<file path="src/rtl/pt_walker_pkg.sv">
package pt_walker_pkg;

  typedef enum logic [2:0] {
    ST_IDLE,
    ST_RD1,
    ST_WT1,
    ST_RD2,
    ST_WT2,
    ST_DONE
  } walk_state_t;

endpackage

</file>
<file path="src/rtl/ptw_entry_addr.sv">
// Byte address of one table entry: table base plus index scaled by entry size.
module ptw_entry_addr #(
  parameter int ADDR_W      = 32,
  parameter int IDX_W       = 10,
  parameter int ENTRY_BYTES = 4
) (
  input  logic [ADDR_W-1:0] table_base,
  input  logic [IDX_W-1:0]  index,
  output logic [ADDR_W-1:0] entry_addr
);
  localparam int SH  = $clog2(ENTRY_BYTES);
  localparam int PAD = ADDR_W - IDX_W - SH;

  logic [ADDR_W-1:0] scaled;

  assign scaled     = {{PAD{1'b0}}, index, {SH{1'b0}}};
  assign entry_addr = table_base + scaled;
endmodule

</file>
<file path="src/rtl/ptw_pte_split.sv">
// Pulls the valid flag and frame number out of a raw table entry.
module ptw_pte_split #(
  parameter int PTE_W   = 32,
  parameter int FRAME_W = 20,
  parameter int PPN_LSB = 10
) (
  input  logic [PTE_W-1:0]   pte,
  output logic               pte_valid,
  output logic [FRAME_W-1:0] pte_frame
);
  logic unused_bits;

  assign pte_valid   = pte[0];
  assign pte_frame   = pte[PPN_LSB +: FRAME_W];
  assign unused_bits = ^{pte[PTE_W-1:PPN_LSB+FRAME_W], pte[PPN_LSB-1:1]};
endmodule

</file>
<file path="src/rtl/ptw_ctrl.sv">
// Walk sequencer: one outstanding read, registered outcome.
module ptw_ctrl
  import pt_walker_pkg::*;
#(
  parameter int ADDR_W  = 32,
  parameter int OFF_W   = 12,
  parameter int FRAME_W = 20
) (
  input  logic               clk,
  input  logic               rst,
  input  logic               req_valid,
  input  logic [ADDR_W-1:0]  req_vaddr,
  output logic               req_ready,
  input  logic [ADDR_W-1:0]  l1_addr,
  input  logic [ADDR_W-1:0]  l2_addr,
  input  logic               pte_valid,
  input  logic [FRAME_W-1:0] pte_frame,
  output logic [ADDR_W-1:0]  vaddr_q,
  output logic               mem_req_valid,
  input  logic               mem_req_ready,
  output logic [ADDR_W-1:0]  mem_req_addr,
  input  logic               mem_rsp_valid,
  output logic               done_ok,
  output logic               fault,
  output logic               fault_level,
  output logic [ADDR_W-1:0]  result_addr
);
  walk_state_t       state_q;
  logic [ADDR_W-1:0] addr_q;

  assign req_ready     = (state_q == ST_IDLE);
  assign mem_req_valid = (state_q == ST_RD1) || (state_q == ST_RD2);
  assign mem_req_addr  = addr_q;

  always_ff @(posedge clk) begin
    if (rst) begin
      state_q     <= ST_IDLE;
      addr_q      <= '0;
      vaddr_q     <= '0;
      done_ok     <= 1'b0;
      fault       <= 1'b0;
      fault_level <= 1'b0;
      result_addr <= '0;
    end else begin
      done_ok <= 1'b0;
      fault   <= 1'b0;
      case (state_q)
        ST_IDLE: begin
          if (req_valid) begin
            vaddr_q <= req_vaddr;
            addr_q  <= l1_addr;
            state_q <= ST_RD1;
          end
        end
        ST_RD1: begin
          if (mem_req_ready) state_q <= ST_WT1;
        end
        ST_WT1: begin
          if (mem_rsp_valid) begin
            if (pte_valid) begin
              addr_q  <= l2_addr;
              state_q <= ST_RD2;
            end else begin
              fault       <= 1'b1;
              fault_level <= 1'b0;
              result_addr <= vaddr_q;
              state_q     <= ST_DONE;
            end
          end
        end
        ST_RD2: begin
          if (mem_req_ready) state_q <= ST_WT2;
        end
        ST_WT2: begin
          if (mem_rsp_valid) begin
            if (pte_valid) begin
              done_ok     <= 1'b1;
              result_addr <= {pte_frame, vaddr_q[OFF_W-1:0]};
            end else begin
              fault       <= 1'b1;
              fault_level <= 1'b1;
              result_addr <= vaddr_q;
            end
            state_q <= ST_DONE;
          end
        end
        ST_DONE: state_q <= ST_IDLE;
        default: state_q <= ST_IDLE;
      endcase
    end
  end
endmodule

</file>
<file path="src/rtl/pt_walker.sv">
module pt_walker #(
  parameter int ADDR_W      = 32,
  parameter int OFF_W       = 12,
  parameter int IDX_W       = 10,
  parameter int PTE_W       = 32,
  parameter int PPN_LSB     = 10,
  parameter int ENTRY_BYTES = 4
) (
  input  logic              clk,
  input  logic              rst,
  input  logic              req_valid,
  output logic              req_ready,
  input  logic [ADDR_W-1:0] req_vaddr,
  input  logic [ADDR_W-1:0] root_base,
  output logic              mem_req_valid,
  input  logic              mem_req_ready,
  output logic [ADDR_W-1:0] mem_req_addr,
  input  logic              mem_rsp_valid,
  input  logic [PTE_W-1:0]  mem_rsp_data,
  output logic              done_ok,
  output logic              fault,
  output logic              fault_level,
  output logic [ADDR_W-1:0] result_addr
);
  localparam int FRAME_W = ADDR_W - OFF_W;
  localparam int LEVELS  = 2;

  logic [FRAME_W-1:0] pte_frame;
  logic               pte_valid;
  logic [ADDR_W-1:0]  vaddr_q;
  logic [ADDR_W-1:0]  lvl_base [LEVELS];
  logic [IDX_W-1:0]   lvl_idx  [LEVELS];
  logic [ADDR_W-1:0]  lvl_addr [LEVELS];

  ptw_pte_split #(
    .PTE_W  (PTE_W),
    .FRAME_W(FRAME_W),
    .PPN_LSB(PPN_LSB)
  ) u_split (
    .pte      (mem_rsp_data),
    .pte_valid(pte_valid),
    .pte_frame(pte_frame)
  );

  for (genvar lv = 0; lv < LEVELS; lv++) begin : g_level
    localparam int IDX_LSB = OFF_W + IDX_W * (LEVELS - 1 - lv);
    if (lv == 0) begin : g_root
      assign lvl_base[lv] = root_base;
      assign lvl_idx[lv]  = req_vaddr[IDX_LSB +: IDX_W];
    end else begin : g_next
      assign lvl_base[lv] = {pte_frame, {OFF_W{1'b0}}};
      assign lvl_idx[lv]  = vaddr_q[IDX_LSB +: IDX_W];
    end
    ptw_entry_addr #(
      .ADDR_W     (ADDR_W),
      .IDX_W      (IDX_W),
      .ENTRY_BYTES(ENTRY_BYTES)
    ) u_eaddr (
      .table_base(lvl_base[lv]),
      .index     (lvl_idx[lv]),
      .entry_addr(lvl_addr[lv])
    );
  end

  ptw_ctrl #(
    .ADDR_W (ADDR_W),
    .OFF_W  (OFF_W),
    .FRAME_W(FRAME_W)
  ) u_ctrl (
    .clk          (clk),
    .rst          (rst),
    .req_valid    (req_valid),
    .req_vaddr    (req_vaddr),
    .req_ready    (req_ready),
    .l1_addr      (lvl_addr[0]),
    .l2_addr      (lvl_addr[1]),
    .pte_valid    (pte_valid),
    .pte_frame    (pte_frame),
    .vaddr_q      (vaddr_q),
    .mem_req_valid(mem_req_valid),
    .mem_req_ready(mem_req_ready),
    .mem_req_addr (mem_req_addr),
    .mem_rsp_valid(mem_rsp_valid),
    .done_ok      (done_ok),
    .fault        (fault),
    .fault_level  (fault_level),
    .result_addr  (result_addr)
  );
endmodule

</file>
<file path="config.mk">
export PLATFORM = sky130hd
export DESIGN_NAME = pt_walker
export DESIGN_NICKNAME = d
export VERILOG_FILES = /design/src/rtl/pt_walker_pkg.sv /design/src/rtl/ptw_entry_addr.sv /design/src/rtl/ptw_pte_split.sv /design/src/rtl/ptw_ctrl.sv /design/src/rtl/pt_walker.sv
export SDC_FILE = /design/constraint.sdc
export NUM_CORES = 1
export LEC_CHECK = 0
export ABC_AREA = 0
export BUFFER_PORTS_ARGS = -buffer_cell sky130_fd_sc_hd__buf_2
export CELL_PAD_IN_SITES_DETAIL_PLACEMENT = 1
export CELL_PAD_IN_SITES_GLOBAL_PLACEMENT = 1
export CORE_MARGIN = 2
export CORE_UTILIZATION = 33
export CTS_CLUSTER_DIAMETER = 200
export DETAILED_ROUTE_END_ITERATION = 10
export PLACE_DENSITY = 0.87
export SLEW_MARGIN = 20
export SYNTH_ARGS = -nofsm -noshare
export SYNTH_HDL_FRONTEND = slang
export SYNTH_SLANG_ARGS = --single-unit
</file>
<file path="constraint.sdc">
create_clock -name clk -period 2.07 [get_ports clk]
set_input_delay 0.3105 -clock clk [delete_from_list [all_inputs] [get_ports clk]]
set_output_delay 0.3105 -clock clk [all_outputs]
set_load 0.02 [all_outputs]
</file>
==> out/qor.csv <==
stage,metric,value,unit
floorplanning,core area,15100,sq um
sta,Rel. slew slack,63.4,%
final_layout,Area Growth Syn to Fin,32.1,%
final_layout,"commonest non-fill, non-tap cell in the layout",buf_2,
logic_synthesis,post-synthesis instance total,629,
detailed_routing,DRC,0,
hold_path,HP Start,req_vaddr[4],
sta,maximum clock rate,0.500,GHz
place,placer congestion estimate,0.943,
logic_synthesis,Post-synth EDFFs,0,
logic_synthesis,Mapped Nets,741,
grt,met3 Use GR,2.75,%
detailed_routing,1st-pass router iterations,5,
logic_synthesis,Syn. warnings,0,
cts,CTS sink cnt,102,
cts,Post-CTS Setup Bufs,0,
hold_path,Hold Path Sink,u_ctrl.vaddr_q[4]$_SDFFE_PP0P_,
setup_path,critical register-to-register path endpoint,u_ctrl.vaddr_q[8]$_SDFFE_PP0P_,
setup_path,CP arrival,2260,ps
setup_path,R2R depth,7,
place,HPWL Detailed,14.3,mm
setup_path,Crit Path Category,primary input to flop,
detailed_routing,drt wl/cell,19.0,microns
logic_synthesis,asr flop ratio synth,0,%
cts,total CTS buffers,9,
sta,Worst Skew,7.94,ps
cts,Post-CTS Hold Buffers,0,
grt,Most Crowded Layer GR,met2,
detailed_routing,Starting DRT DRC Count,356,
power_and_ir_drop,maximum vdd ir drop,0.000460,V
detailed_routing,Final ANT Viol Nets,0,
sta,shortest period the worst path allows,2000,ps
sta,Final Hold Viols,0,
final_layout,nets@finish,920,
logic_synthesis,#FFs+latches synth,102,
logic_synthesis,top_reg_cell synth,dfxtp_1,
final_layout,layout cells sized above 1,30.9,%
detailed_routing,final wirelength,19.0,mm
cts,worst skew pair latency,360,ps
grt,vias in the first global route,5370,
final_layout,fillers,1870,
sta,setup violators final,0,
floorplanning,Rows,45,
setup_path,worst-path maximum fanout,4,
cts,CTS max path bufs,2,
setup_path,FF-to-FF setup slack,180,ps
setup_path,r2r startpoint,u_ctrl.state_q[1]$_SDFFE_PP0P_,
logic_synthesis,"Avg Cell Area, Syn",8.03,sq um
grt,met1 Track Usage GR,31.0,%
place,port bufs,158,
sta,RSZ-0062 raised after global routing,yes,
setup_path,CP startpoint kind,primary input,
grt,largest net degree at the start of global routing,105,
detailed_routing,vias per cell,5.39,
power_and_ir_drop,Leak,2.80,nW
grt,grt total ovfl,0,
logic_synthesis,Mapped Area,5050,sq um
floorplanning,DIE AREA,16300,sq um
final_layout,# diodes,0,
floorplanning,Starting Density,33.5,%
logic_synthesis,Yosys cell types,62,
floorplanning,IO Pins,170,
grt,first-pass GRT wire length,29.6,mm
power_and_ir_drop,Pwr Density,754,nW/um^2
setup_path,critical path capture point type,flop,
grt,global routing usage on met2,37.9,%
cts,CTS Root Buffer Type,clkbuf_16,
floorplanning,Die W,128,microns
hold_path,Hold Path Depth,3,
setup_path,WP data required,2330,ps
grt,initial antenna violation count,0,
cts,H-tree levels,3,
logic_synthesis,register area share after synthesis,40.4,%
grt,gr usage total,23.4,%
power_and_ir_drop,total power,5.03,mW
sta,worst slew pin tran,548,ps
detailed_routing,via count,5400,
hold_path,Hold WC Path Type,primary input to flop,
run,max cap viols,0,
floorplanning,Die Y,128,microns
final_layout,most frequent cells in the layout,"buf_2 (157), nand2_1 (121), dfxtp_1 (102), a21oi_1 (84), nor2_1 (53)",
sta,max-slew violations,0,
sta,Final period util,96.7,%
sta,TNS Setup,0,ps
outcome,outcome,finished clean,
cts,CTS tree,yes,
cts,clk slew on worst S/H paths,70,ps
[registers in the layout, summed over array words and instances, names as in the netlist]
signal               count
u_ctrl.mem_req_addr     32
u_ctrl.vaddr_q          32
u_ctrl.result_addr      32
u_ctrl.fault_level       1
u_ctrl.state_q           3
u_ctrl.done_ok           1
u_ctrl.fault             1
[through the flow]
stage	setup slack (ps)	util [%]	cell area (sq um)	hold WS, ps	instances
after global routing	-4.22	44.2	6670	190	1001
after CTS	32.5	44.1	6660	173	1001
final	68.9	44.2	6670	180	1001
after detailed placement	-442	42.3	6390	444	985
after global placement	-309	42.3	6390	438	985
after floorplan	15.4	-	5060	432	629
[area by class of cell]
class	count	area (sq um)	share of cell area, %
Inverter	6	22.5	0.338
Multi-Input combinational cell	475	2810	42.2
Clock inverter	5	36.3	0.544
Sequential cell	102	2040	30.6
Timing Repair Buffer	214	1290	19.3
Tap cell	188	235	3.53
Clock buffer	11	233	3.49
[repair_timing]
action,4_1_cts,5_1_grt
endpoints found under the setup margin,5,3
pin swaps,0,0
resized for setup,3,3
[power breakdown]
part | switching (mW) | internal (mW) | total, mW
combinational | 0.729 | 0.478 | 1.21
clock | 0.805 | 0.818 | 1.62
sequential | 0.0987 | 2.10 | 2.20
total | 1.63 | 3.40 | 5.03
[worst max path at each step]
stage	from	end	slack, ps	cells past startpoint
finish	req_vaddr[22]	u_ctrl.mem_req_addr[12]$_SDFFE_PP0P_	70	10
global route	req_vaddr[22]	u_ctrl.mem_req_addr[12]$_SDFFE_PP0P_	-4	10
CTS	req_vaddr[22]	u_ctrl.mem_req_addr[12]$_SDFFE_PP0P_	30	10
detailed placement	req_vaddr[22]	u_ctrl.mem_req_addr[12]$_SDFFE_PP0P_	-440	10
global placement	req_vaddr[22]	u_ctrl.mem_req_addr[16]$_SDFFE_PP0P_	-310	10
floorplan	req_vaddr[22]	u_ctrl.mem_req_addr[12]$_SDFFE_PP0P_	20	9
[cell families (layout without fill, tap and decap cells)]
family                   count (synthesis)  count (layout)  share of synthesized area, %
AO/OA/AOI/OAI                          175             175                          22.3
multiplexers                            22              22                          4.36
adder cells (fa/ha/maj)                 11              11                          2.87
flip-flops                             102             102                          40.4
AND/OR/NAND/NOR                        248             248                          22.3
XOR/XNOR                                19              19                          3.30
buffers and inverters                   52             236                          4.49
[metal layers]
| layer | vias to the layer above | share of wire [%] | routed length, microns |
|---|---|---|---|
| li1 | 2586 | - | - |
| met1 | 2577 | 44 | 8360 |
| met2 | 194 | 47 | 8890 |
| met3 | 43 | 5.5 | 1050 |
| met4 | 0 | 3.8 | 723 |
| met5 | - | 0 | 0 |
[cell usage after synthesis, types with 7 or more instances]
cell	instances	area, sq um
nand2_1	121	454
mux2i_1	22	220
dfxtp_1	102	2040
o211ai_1	9	67.6
clkbuf_1	29	109
and3_1	14	87.6
or3_1	7	43.8
xor2_1	7	61.3
nor2_1	54	203
nor3_1	16	80.1
o21ai_0	13	65.1
ha_1	10	125
xnor2_1	12	105
a211oi_1	26	195
a21oi_1	85	425
buf_2	13	65.1
nand3_1	9	45.0
[worst max-delay path, cell delays in order]
cell,delay [ps]
buf_2,110
ha_2,200
fa_2,380
a21oi_2,200
o21ai_2,100
and3_4,210
buf_4,150
nor2_2,130
xor2_1,100
a2111oi_2,360
(Power assumes the default switching activity.)
